==> src/rtl/clksrc_seq_pkg.sv <==
package clksrc_seq_pkg;

    typedef enum logic [2:0] {
        ST_OFF,
        ST_LOCKING,
        ST_READY,
        ST_SELECTED,
        ST_HALTED
    } seq_state_t;

    localparam int CTL_W   = 3;
    localparam int BIT_PLL = 0;
    localparam int BIT_SYS = 1;
    localparam int BIT_PWM = 2;

endpackage

==> src/rtl/clksrc_wr_rules.sv <==
module clksrc_wr_rules
    import clksrc_seq_pkg::*;
(
    input  logic [CTL_W-1:0] cur_bits,
    input  logic [CTL_W-1:0] new_bits,
    input  logic             locked,
    input  logic             pwm_run,
    output logic             wr_legal
);
    logic raise_sel, lower_sel, lower_pll, any_sel;

    always_comb begin
        raise_sel = (new_bits[BIT_SYS] & ~cur_bits[BIT_SYS]) |
                    (new_bits[BIT_PWM] & ~cur_bits[BIT_PWM]);
        lower_sel = (~new_bits[BIT_SYS] & cur_bits[BIT_SYS]) |
                    (~new_bits[BIT_PWM] & cur_bits[BIT_PWM]);
        lower_pll = ~new_bits[BIT_PLL] & cur_bits[BIT_PLL];
        any_sel   = cur_bits[BIT_SYS] | cur_bits[BIT_PWM] |
                    new_bits[BIT_SYS] | new_bits[BIT_PWM];
        wr_legal  = 1'b1;
        if (raise_sel && !(locked && new_bits[BIT_PLL])) wr_legal = 1'b0;
        if (lower_sel && pwm_run)                        wr_legal = 1'b0;
        if (lower_pll && any_sel)                        wr_legal = 1'b0;
    end
endmodule

==> src/rtl/clksrc_lock_timer.sv <==
module clksrc_lock_timer #(
    parameter int LOCK_CYC = 16
) (
    input  logic clk,
    input  logic rst_n,
    input  logic counting,
    output logic expired
);
    localparam int CW = (LOCK_CYC > 1) ? $clog2(LOCK_CYC) : 1;
    localparam logic [CW-1:0] LAST = CW'(LOCK_CYC - 1);

    logic [CW-1:0] cnt_q;

    assign expired = counting && (cnt_q == LAST);

    always_ff @(posedge clk) begin
        if (!rst_n || !counting) begin
            cnt_q <= '0;
        end else if (!expired) begin
            cnt_q <= cnt_q + 1'b1;
        end
    end
endmodule

==> src/rtl/clksrc_seq.sv <==
module clksrc_seq
    import clksrc_seq_pkg::*;
#(
    parameter int LOCK_CYC = 16
) (
    input  logic       clk,
    input  logic       rst_n,
    input  logic       ctl_wr,
    input  logic [2:0] ctl_wdata,
    input  logic       err_clr,
    input  logic       pwm_run,
    input  logic       halt_req,
    output logic       pll_on,
    output logic       sys_sel,
    output logic       pwm_sel,
    output logic       lock_done,
    output logic       halt_gnt,
    output logic       err_flag
);
    seq_state_t        st_q, st_d;
    logic [CTL_W-1:0]  ctl_q;
    logic              err_q;
    logic              wr_legal, wr_acc, wr_rej, halt_bad, lock_expired;
    logic              locked;

    assign locked   = (st_q == ST_READY) || (st_q == ST_SELECTED);
    assign wr_acc   = ctl_wr && wr_legal;
    assign wr_rej   = ctl_wr && !wr_legal;
    assign halt_bad = halt_req && ctl_q[BIT_PLL];

    clksrc_wr_rules u_rules (
        .cur_bits (ctl_q),
        .new_bits (ctl_wdata),
        .locked   (locked),
        .pwm_run  (pwm_run),
        .wr_legal (wr_legal)
    );

    clksrc_lock_timer #(.LOCK_CYC(LOCK_CYC)) u_timer (
        .clk      (clk),
        .rst_n    (rst_n),
        .counting (st_q == ST_LOCKING),
        .expired  (lock_expired)
    );

    // state register
    always_ff @(posedge clk) begin
        if (!rst_n) st_q <= ST_OFF;
        else        st_q <= st_d;
    end

    // next state
    always_comb begin
        st_d = st_q;
        unique case (st_q)
            ST_OFF: begin
                if (wr_acc && ctl_wdata[BIT_PLL]) st_d = ST_LOCKING;
                else if (halt_req)                st_d = ST_HALTED;
            end
            ST_LOCKING: begin
                if (wr_acc && !ctl_wdata[BIT_PLL]) st_d = ST_OFF;
                else if (lock_expired)             st_d = ST_READY;
            end
            ST_READY: begin
                if (wr_acc) begin
                    if (!ctl_wdata[BIT_PLL])                          st_d = ST_OFF;
                    else if (ctl_wdata[BIT_SYS] || ctl_wdata[BIT_PWM]) st_d = ST_SELECTED;
                end
            end
            ST_SELECTED: begin
                if (wr_acc && !ctl_wdata[BIT_SYS] && !ctl_wdata[BIT_PWM]) st_d = ST_READY;
            end
            ST_HALTED: begin
                if (wr_acc && ctl_wdata[BIT_PLL]) st_d = ST_LOCKING;
                else if (!halt_req)               st_d = ST_OFF;
            end
            default: st_d = ST_OFF;
        endcase
    end

    // control bits and error flag
    always_ff @(posedge clk) begin
        if (!rst_n) begin
            ctl_q <= '0;
            err_q <= 1'b0;
        end else begin
            if (wr_acc) ctl_q <= ctl_wdata;
            err_q <= (err_q && !err_clr) || wr_rej || halt_bad;
        end
    end

    // outputs
    always_comb begin
        pll_on    = ctl_q[BIT_PLL];
        sys_sel   = ctl_q[BIT_SYS];
        pwm_sel   = ctl_q[BIT_PWM];
        lock_done = locked;
        halt_gnt  = (st_q == ST_HALTED);
        err_flag  = err_q;
    end
endmodule

==> config.mk <==
export PLATFORM = sky130hd
export DESIGN_NAME = clksrc_seq
export DESIGN_NICKNAME = d
export VERILOG_FILES = /design/src/rtl/clksrc_seq_pkg.sv /design/src/rtl/clksrc_wr_rules.sv /design/src/rtl/clksrc_lock_timer.sv /design/src/rtl/clksrc_seq.sv
export SDC_FILE = /design/constraint.sdc
export NUM_CORES = 1
export LEC_CHECK = 0
export BUFFER_PORTS_ARGS = -buffer_cell sky130_fd_sc_hd__buf_2
export CAP_MARGIN = 15
export CORE_UTILIZATION = 25
export DETAILED_ROUTE_END_ITERATION = 12
export PLACE_DENSITY = 0.4
export SYNTH_ARGS = -nofsm -noshare
export SYNTH_HDL_FRONTEND = slang
export SYNTH_SLANG_ARGS = --single-unit
==> constraint.sdc <==
create_clock -name clk -period 2.8 [get_ports clk]
set_input_delay 0.56 -clock clk [delete_from_list [all_inputs] [get_ports clk]]
set_output_delay 0.56 -clock clk [all_outputs]
set_load 0.005 [all_outputs]
After elaboration in Yosys (flattened, before gate mapping)
Cells that the tools add are included.

Add/sub/neg operators: 1. Reduce and logical (&&, ||, !) cells: 28. Multiplexer cells: 14. Eq/ne operators: 11. Bitwise gates (word level): 15.

Operators by type and width (number): $mux 3 (10); $pmux 3 s5 (1); $logic_and 1x1->1 (13); $logic_not 1->1 (8); $eq 3x2->1 const B (2); $ne 3x2->1 const B (2); $ne 3x3->1 const B (2); $reduce_and 6->1 (1); $and 1x1->1 (5); $logic_or 1x1->1 (5); $not 1->1 (5); $or 1x1->1 (5); $add 4x1->4 const B (1); $eq 4x4->1 const B (1); $eq 3x1->1 const B (1); $eq 3x3->1 const B (1); $logic_not 3->1 (1); $mux 1 (3); $ne 2x1->1 const B (1); $ne 2x2->1 const B (1).

Input port bits: 9. Register bits: 11.

Logic depth before layout (Yosys ltp)
Gate-level depths: netlist of the first run.

Depth in word-level cells: 13. Gate-level depth with buffers: 7. Depth with buffers taken out: 6.

Cells and area by module
Synthesis of the first run repeated with hierarchy kept, for this count alone.

Cells, all modules: 81. Area, all modules: 663.1 µm².

By module, submodules not included: clksrc_seq (cells each 54, instances 1, seq. area each 140.1 µm², area an instance 442.9 µm²); clksrc_lock_timer (cells each 19, instances 1, seq. area each 80.1 µm², area an instance 167.7 µm²); clksrc_wr_rules (cells each 8, instances 1, seq. area each 0.0 µm², area an instance 52.6 µm²).

Least setup slack after synthesis of the first run
Ideal clock, no wire load.

Kind: input port to flip-flop. Start: input ctl_wdata[0]. End: register st_q[1]. Cell stages on the path: 6. Buffers on the path: 1. Library setup time: 0.127 ns. Data arrival time: 1.686 ns. Path slack: 0.988 ns. Path through: clkbuf_8 -> nor3b_2 -> nand4b_4 -> a311oi_2 -> o41a_4 -> mux2i_1.

Cells in the longest elaborated chain, start to end: 11.

RTL lines: start: declaration (line clksrc_seq.sv:9) `input logic [2:0] ctl_wdata,`; $logic_and 1x1->1 (line clksrc_wr_rules.sv:21) `if (raise_sel && !(locked && new_bits[BIT_PLL])) wr_legal = 1'b0;`; $logic_not 1->1 (line clksrc_wr_rules.sv:21); $logic_and 1x1->1 (line clksrc_wr_rules.sv:21); $mux 1 (line clksrc_wr_rules.sv:21); $mux 1 (line clksrc_wr_rules.sv:22) `if (lower_sel && pwm_run) wr_legal = 1'b0;`; $mux 1 (line clksrc_wr_rules.sv:23) `if (lower_pll && any_sel) wr_legal = 1'b0;`; $logic_and 1x1->1 (line clksrc_seq.sv:27) `assign wr_acc = ctl_wr && wr_legal;`; $logic_and 1x1->1 (2 in a row) (line clksrc_seq.sv:71) `if (wr_acc && !ctl_wdata[BIT_SYS] && !ctl_wdata[BIT_PWM]) st_d = ST_READY;`; $ne 2x1->1 (no line); $reduce_and 6->1 (no line); end signal: assignment (line clksrc_seq.sv:49) `else st_q <= st_d;`; end: declaration (line clksrc_seq.sv:20) `seq_state_t st_q, st_d;`.

Parallel ways exist; a longest one is shown, timed or not. The select of a mux whose other input is x is not followed. A chain may end at the register's enable or synchronous reset.

Worst setup path after layout of the first run
Start: input ctl_wdata[1]. End: register st_q[2].

Cells in the longest elaborated chain, start to end: 11.

RTL lines (line): $and 1x1->1 / $not 1->1 (equally long branches) (clksrc_wr_rules.sv:13, clksrc_wr_rules.sv:15); $or 1x1->1 / $and 1x1->1 (equally long branches) (clksrc_wr_rules.sv:13, clksrc_wr_rules.sv:15); $logic_and 1x1->1 / $or 1x1->1 (equally long branches) (clksrc_wr_rules.sv:21, clksrc_wr_rules.sv:15); $mux 1 / $logic_and 1x1->1 (equally long branches) (clksrc_wr_rules.sv:21, clksrc_wr_rules.sv:22); $mux 1 (clksrc_wr_rules.sv:22); $mux 1 (clksrc_wr_rules.sv:23); $logic_and 1x1->1 (clksrc_seq.sv:27); $logic_and 1x1->1 (2 in a row) (clksrc_seq.sv:71); $ne 2x1->1 (no line); $reduce_and 6->1 (no line).

Parallel ways exist; a longest one is shown, timed or not.

==> impl_metrics.csv, run 1 <==
group,metric,value,unit
finish,final_nets,112,
die,num_rows,19,
finish,instances_no_fill,132,
setup_path,cp_cell_sequence,"buf_2 > nor4_2 > nor3b_2 > nand4b_4 > a311oi_2 > o41a_4 > mux2i_1",
clock_tree,post_cts_resize_count,0,
place,place_hpwl,1220,um
yosys,avgSynthCellArea,8.74,um2
clock_tree,cts-root-buf,"clkbuf_4",
place,placed_cell_area,832,um2
timing,setup_violations,0,
finish,antenna_cells,0,
yosys,yosysSeqAreaShare,29.3,%
setup_path,crit_buf_inv,1,
detailed_routing,drt_iter0_drc,30,
detailed_routing,wl_per_cell,12.4,um
clock_tree,clk_pin_slew,0.08,ns
place,io_buffers,14,
yosys,ys_types,36,
hold_path,worstHoldPathCells,2,
pwr,power,0.381,mW
setup_path,worstReg2RegStart,"ctl_q[1]",
clock_tree,clk_path_buf_depth,2,
timing,finalHoldViolations,0,
yosys,synthesis.nets,96,
hold_path,min_path_type,"flip-flop to flip-flop",
clock_tree,clock_latency,0.27,ns
outcome,status,"finished, violations left",
timing,rsz0062_at_grt,"no",
timing,final_max_slew_viol_count,0,
grt,grt_pass1_wl,2730,um
die,start_util,26.8,%
pwr,power_density,443,mW/mm2
detailed_routing,ant_nets,0,
clock_tree,ctsHoldBuffers,0,
pwr,ir_worst_vdd,0.000207,V
timing,fin_crit_sh,64.9,%
grt,overflow,0,
flow_run,drv_cap,0,
die,die_area,0.00323,mm2
detailed_routing,vias,630,
timing,worst_pin_slew,0.384,ns
setup_path,slowest_stage,"nor4_2",
clock_tree,cts-htree-levels,1,
yosys,ys_async_sr_fraction,0,%
clock_tree,cts_tree,"done",
finish,areaGrowthSynthToFinish,14.3,%
setup_path,worstPathArrival,2.03,ns
yosys,synth-main-ff-cell,"dfxtp_1",
detailed_routing,firstDrtPassIters,8,
finish,drive_above_1_share,26.7,%
finish,final_area,860,um2
yosys,synth_edf_count,0,
grt,grt_pass1_vias,565,
timing,clock_skew,0.00227,ns
setup_path,path_max_fanout,6,
setup_path,max_stage_delay,0.34,ns
die,core_area,0.00281,mm2
setup_path,crit_family,"simple AND/OR/NAND/NOR gates",
setup_path,r2r_slack,1.04,ns
outcome,violations,"design-rule violations",
timing,fin_setup_tns,0,ns
grt,grt_max_degree,12,
detailed_routing,routed_wl,1640,um
detailed_routing,via_per_inst,4.77,
hold_path,whs_endpoint,"st_q[2]",
clock_tree,clock_sinks,11,
grt,grt_usage,11.3,%
setup_path,r2r_cells,6,
timing,max_freq,0.551,GHz
finish,nFillCells,310,
hold_path,min_from,"st_q[2]",
yosys,ys_warn_count,0,
place,place_congestion,0.681,
setup_path,r2r_end,"st_q[2]",
clock_tree,numCtsBuffers,3,
place,dp_cells,128,
setup_path,worstSetupPathType,"primary input to flip-flop",
die,die_h,56.8,um
pwr,p_leak,0.358,nW
timing,relSlewSlack,74.4,%
timing,finalCriticalPeriod,1.82,ns
clock_tree,post_cts_buffers,0,
setup_path,cp.required,3.01,ns
yosys,synth_area,752,um2
detailed_routing,drc,2,
setup_path,end_kind,"flip-flop",
yosys,synthCells,86,
grt,grt_antenna_before_repair,0,
die,die_w,56.8,um
yosys,synth-seq-cells,11,
die,io_pins,15,
setup_path,cp-start-kind,"primary input",
[cell usage after synthesis, types with 2 or more instances]
cell type,count,area (um2)
o21ai_2,2,17.5
o22ai_1,2,12.5
inv_1,4,15.0
nor2_1,10,37.5
a21oi_1,8,40.0
or3_1,2,12.5
nand2b_1,2,12.5
dfxtp_1,11,220
nand2_1,8,30.0
nor2b_1,6,37.5
mux2i_1,5,50.1
nor3_1,2,10.0
[power breakdown]
part | switching (mW) | internal (mW) | leakage (nW)
combinational | 0.0416 | 0.0484 | 0.250
clock | 0.0610 | 0.0529 | 0.0177
sequential | 0.0126 | 0.165 | 0.0894
total | 0.115 | 0.266 | 0.358
[tightest hold or removal path, delay by kind of cell (launching register included)]
kind | cells | cell delay [ns]
flops | 1 | 0.37
simple gates | 1 | 0.07
mux | 1 | 0.06
[registers in the layout (all words and copies together) (netlist names)]
register       cells
ctl_q              3
err_flag           1
u_timer.cnt_q      4
st_q               3
[how the worst max path moves through the flow]
stage            startpoint       to  slack [ns]  depth (start not counted)
6_report       ctl_wdata[1]  st_q[2]        0.98                          7
5_1_grt        ctl_wdata[1]  st_q[2]        0.87                          7
4_1_cts        ctl_wdata[1]  st_q[2]        0.99                          7
3_5_place_dp   ctl_wdata[1]  st_q[2]        0.69                          7
3_3_place_gp   ctl_wdata[1]  st_q[0]        0.66                          7
2_1_floorplan  ctl_wdata[0]  st_q[1]        0.99                          6
[layout make-up]
type,count,area [um2],share of cell area [%]
inverters,4,15.0,1.75
repair buffers,14,70.1,8.15
clock buffers,3,22.5,2.62
well taps,31,38.8,4.51
flip-flops and latches,11,220,25.6
clock inverters,1,5.00,0.582
multi-input cells,68,488,56.8
[through the flow]
stage / utilization [%] / hold WS [ns] / setup slack [ns]
3_3_place_gp: 29.7 / 0.526 / 0.661
2_1_floorplan: - / 0.477 / 0.988
6_report: 30.6 / 0.543 / 0.984
3_5_place_dp: 29.7 / 0.527 / 0.688
4_1_cts: 30.6 / 0.545 / 0.987
5_1_grt: 30.6 / 0.588 / 0.873
[metal layers]
metal | global-route usage, % | part of all wire, % | up-vias
li1 | - | - | 336
met3 | 4.84 | 4.7 | 2
met4 | 4.18 | 1.2 | 0
met2 | 16.0 | 42 | 13
met1 | 15.2 | 52 | 279
met5 | 0 | 0 | -
[cells by family (layout without fill, tap and decap cells)]
group                      Yosys count  after routing  share of synthesized area, %
AOI/OAI and AO/OA                   20             20                          20.8
xor gates and xnor gates             2              2                          2.33
adders and majority gates            1              1                          1.66
buffers and inverters                7             22                          5.82
DFF                                 11             11                          29.3
muxes                                5              5                          6.66
and+or+nand+nor                     40             40                          33.4
[layout by cell type, fill, tap and decap left out, drive strengths merged]
cell type,n
a2111o,1
a21o,1
a21oi,8
a222oi,1
a311oi,1
and2b,2
buf,14
clkbuf,3
clkinv,1
dfxtp,11
ha,1
inv,4
mux2i,5
nand2,8
nand2b,2
nand3,2
nand3b,1
nand4b,1
nor2,10
nor2b,6
nor3,2
nor3b,2
nor4,1
o21ai,3
o22ai,2
o2bb2ai,1
o31ai,1
o41a,1
or3,2
or3b,1
xnor2,1
xor2,1
Note: power is estimated with default switching activity, not from simulation.
==> inputs of run 2 (changes only) <==
--- a/config.mk
+++ b/config.mk
@@ -5,11 +5,12 @@
 export SDC_FILE = /design/constraint.sdc
 export NUM_CORES = 1
 export LEC_CHECK = 0
+export ABC_AREA = 1
 export BUFFER_PORTS_ARGS = -buffer_cell sky130_fd_sc_hd__buf_2
 export CAP_MARGIN = 15
 export CORE_UTILIZATION = 25
 export DETAILED_ROUTE_END_ITERATION = 12
-export PLACE_DENSITY = 0.4
+export PLACE_DENSITY = 0.41
 export SYNTH_ARGS = -nofsm -noshare
 export SYNTH_HDL_FRONTEND = slang
 export SYNTH_SLANG_ARGS = --single-unit
==> constraint.sdc (replaced) <==
create_clock -name clk -period 1.6 [get_ports clk]
set_input_delay 0.32 -clock clk [delete_from_list [all_inputs] [get_ports clk]]
set_output_delay 0.32 -clock clk [all_outputs]
set_load 0.005 [all_outputs]
==> run 2 against run 1 <==
Compared with the run above:
- the run now ends clean
- flip-flop and latch count unchanged
- setup slack got worse by 0.88 ns
- global-route usage increased by 1.1 points
- combinational power increased to 5.7 times the previous value
- register-to-register slack got worse by 0.93 ns
- clock power increased by 76%
- critical path depth increased by 5
- highest routed layer unchanged
- largest cell class unchanged
- first-iteration DRC count decreased by 70%
- sequential share of layout area decreased by 1.4 points
- clock skew increased by 0.0084 ns
- via count increased by 12%
- worst hold slack got worse by 0.24 ns
==> impl_metrics.csv, run 2 <==
group,metric,value,unit
hold_path,min_path_type,"primary input to flip-flop",
timing,setup_slack,0.108,ns
yosys,synth_mux_area_share,1.46,%
clock_tree,cts-htree-levels,1,
place,place_congestion,0.706,
finish,largest_register_ffs,4,
finish,drive_above_1_share,33.1,%
timing,finalHoldViolations,0,
yosys,synthesis.nets,114,
timing,fin_crit_sh,93.2,%
place,dp_slack,-0.0446,ns
finish,areaGrowthSynthToFinish,34.2,%
detailed_routing,vias,705,
timing,clock_skew,0.0107,ns
finish,largest-register,"u_timer.cnt_q",
detailed_routing,drc,0,
yosys,synth-main-ff-cell,"dfxtp_1",
grt,grt.met2_usage,20.7,%
pwr,power,1.07,mW
detailed_routing,firstDrtPassIters,4,
timing,setup_violations,0,
setup_path,worstSetupPathType,"flip-flop to flip-flop",
detailed_routing,via_per_inst,4.33,
clock_tree,clock_sinks,11,
yosys,ys_types,21,
grt,use_met1,14.4,%
die,num_rows,18,
grt,grt_pass1_wl,2540,um
timing,rsz0062_at_grt,"yes",
setup_path,end_kind,"flip-flop",
setup_path,worstPathArrival,1.67,ns
pwr,power_density,1170,mW/mm2
yosys,synth_edf_count,0,
timing,finalCriticalPeriod,1.49,ns
timing,max_freq,0.670,GHz
detailed_routing,wl_per_cell,9.61,um
yosys,yosys-top-cells-area,"dfxtp_1 32%, nand2_1 15%, inv_1 7.7%",
finish,layout_commonest_cell,"nand2_1",
place,io_buffers,14,
pwr,p_leak,0.467,nW
place,place_hpwl,1270,um
clock_tree,clock_latency,0.28,ns
yosys,synth_top_area_cell,"dfxtp_1",
grt,grt_max_degree,8,
finish,antenna_cells,0,
detailed_routing,drt_iter0_drc,9,
yosys,ys_async_sr_fraction,0,%
timing,worst_pin_slew,0.248,ns
setup_path,path_max_fanout,6,
die,core_area,0.00252,mm2
yosys,synth_top_family_by_area,"simple AND/OR/NAND/NOR gates",
die,io_pins,15,
clock_tree,clk_path_buf_depth,2,
yosys,yosysSeqAreaShare,32.2,%
yosys,synthSimpleGateAreaFrac,43.5,%
setup_path,cp-start-kind,"flip-flop",
finish,nFillCells,287,
die,start_util,27.1,%
yosys,synth-xor-area-share,3.84,%
finish,final_nets,144,
grt,grt_antenna_before_repair,0,
timing,relSlewSlack,83.4,%
grt,grt_pass1_vias,610,
clock_tree,post_cts_buffers,0,
clock_tree,cts-root-buf,"clkbuf_4",
finish,most-common-layout-cells,"26 x nand2_1, 14 x nor2_1, 14 x inv_1, 14 x buf_2, 11 x buf_4",
setup_path,cp.required,1.78,ns
yosys,synth_common_cells,"27 x nand2_1, 14 x inv_1, 14 x nor2_1",
clock_tree,clk_pin_slew,0.08,ns
die,die_h,54.3,um
die,die_area,0.00295,mm2
finish,biggestRegsByFlops,"u_timer.cnt_q x4, ctl_q x3, st_q x3",
grt,overflow,0,
clock_tree,numCtsBuffers,3,
yosys,synth_top_area_share,32.2,%
yosys,ys_warn_count,0,
yosys,synth_area,684,um2
timing,final_max_slew_viol_count,0,
grt,busiest_layer,"met2",
yosys,synthCells,104,
die,die_w,54.3,um
detailed_routing,ant_nets,0,
outcome,status,"finished, final reports clean",
yosys,synth-seq-cells,11,
flow_run,drv_cap,0,
clock_tree,cts_tree,"done",
yosys,yosysMostFrequentCell,"nand2_1",
yosys,avgSynthCellArea,6.58,um2
yosys,synth_compound_area_share,8.41,%
grt,use_met3,5.00,%
grt,grt_usage,12.4,%
yosys,synth_adder_area_share,1.83,%
detailed_routing,routed_wl,1570,um
pwr,ir_worst_vdd,0.000459,V
## run 2: per-layer routing
metal / share of wire (%) / routed length (um) / vias to the layer above
met5: 0 / 0 / -
met4: 0.96 / 15 / 0
met3: 5.9 / 93 / 2
met2: 47 / 738 / 16
met1: 46 / 718 / 300
li1: - / - / 387
## run 2: through the flow
step                      area, um2  instances  utilization (%)  hold WS (ns)   TNS, ns
final                           918        163             36.4         0.299         0
after floorplan                 684        104                -         0.440         0
after detailed placement        875        159             34.7         0.472    -0.105
after global routing            918        163             36.4         0.284  -0.00240
after CTS                       901        163             35.7         0.297         0
after global placement          875        159             34.7         0.493    -0.102
## run 2: critical path: stages (launching register included)
cell and delay (ns):
dfxtp_2 0.34, nor2_1 0.10, nand2_1 0.05, nand2_1 0.06, nand2_2 0.07, nor2_4 0.17, nand3_4 0.11, nand2_2 0.07
nand3_2 0.09, nor2_4 0.18, nand2_1 0.08, nand2_1 0.06, nor2_1 0.04
## run 2: final timing paths
kind / start / endpoint / slack [ns] / depth (start not counted)
hold reg to reg: ctl_q[2] / ctl_q[2] / 0.49 / 2
setup / recovery: ctl_q[1] / st_q[0] / 0.11 / 12
hold / removal: err_clr / err_flag / 0.30 / 4
setup reg to reg: ctl_q[1] / st_q[0] / 0.11 / 12
## run 2: logic make-up after synthesis
kind of cell,after synthesis
and+or+nand+nor,61
buffers and inverters,16
AOI/OAI and AO/OA,11
DFF,11
xor gates and xnor gates,3
muxes,1
adders and majority gates,1
## run 2: power breakdown
part	internal, mW	leakage [nW]	switching [mW]
sequential	0.321	0.0908	0.0329
clock	0.0966	0.0150	0.105
combinational	0.218	0.361	0.298
## run 2: area by class of cell
type,instances,area (um2),share of cell area (%)
clock buffer,4,26.3,2.86
inverter,16,60.1,6.54
multi-input combinational,77,419,45.6
sequential,11,223,24.3
tap,30,37.5,4.09
timing repair buffer,25,153,16.6
## run 2: what timing repair did
| action | CTS | global route |
|---|---|---|
| resized for setup | 0 | 5 |
| endpoints found under the setup margin | 0 | 3 |
| hold endpoints to repair | 0 | 0 |
| hold buffers | 0 | 0 |
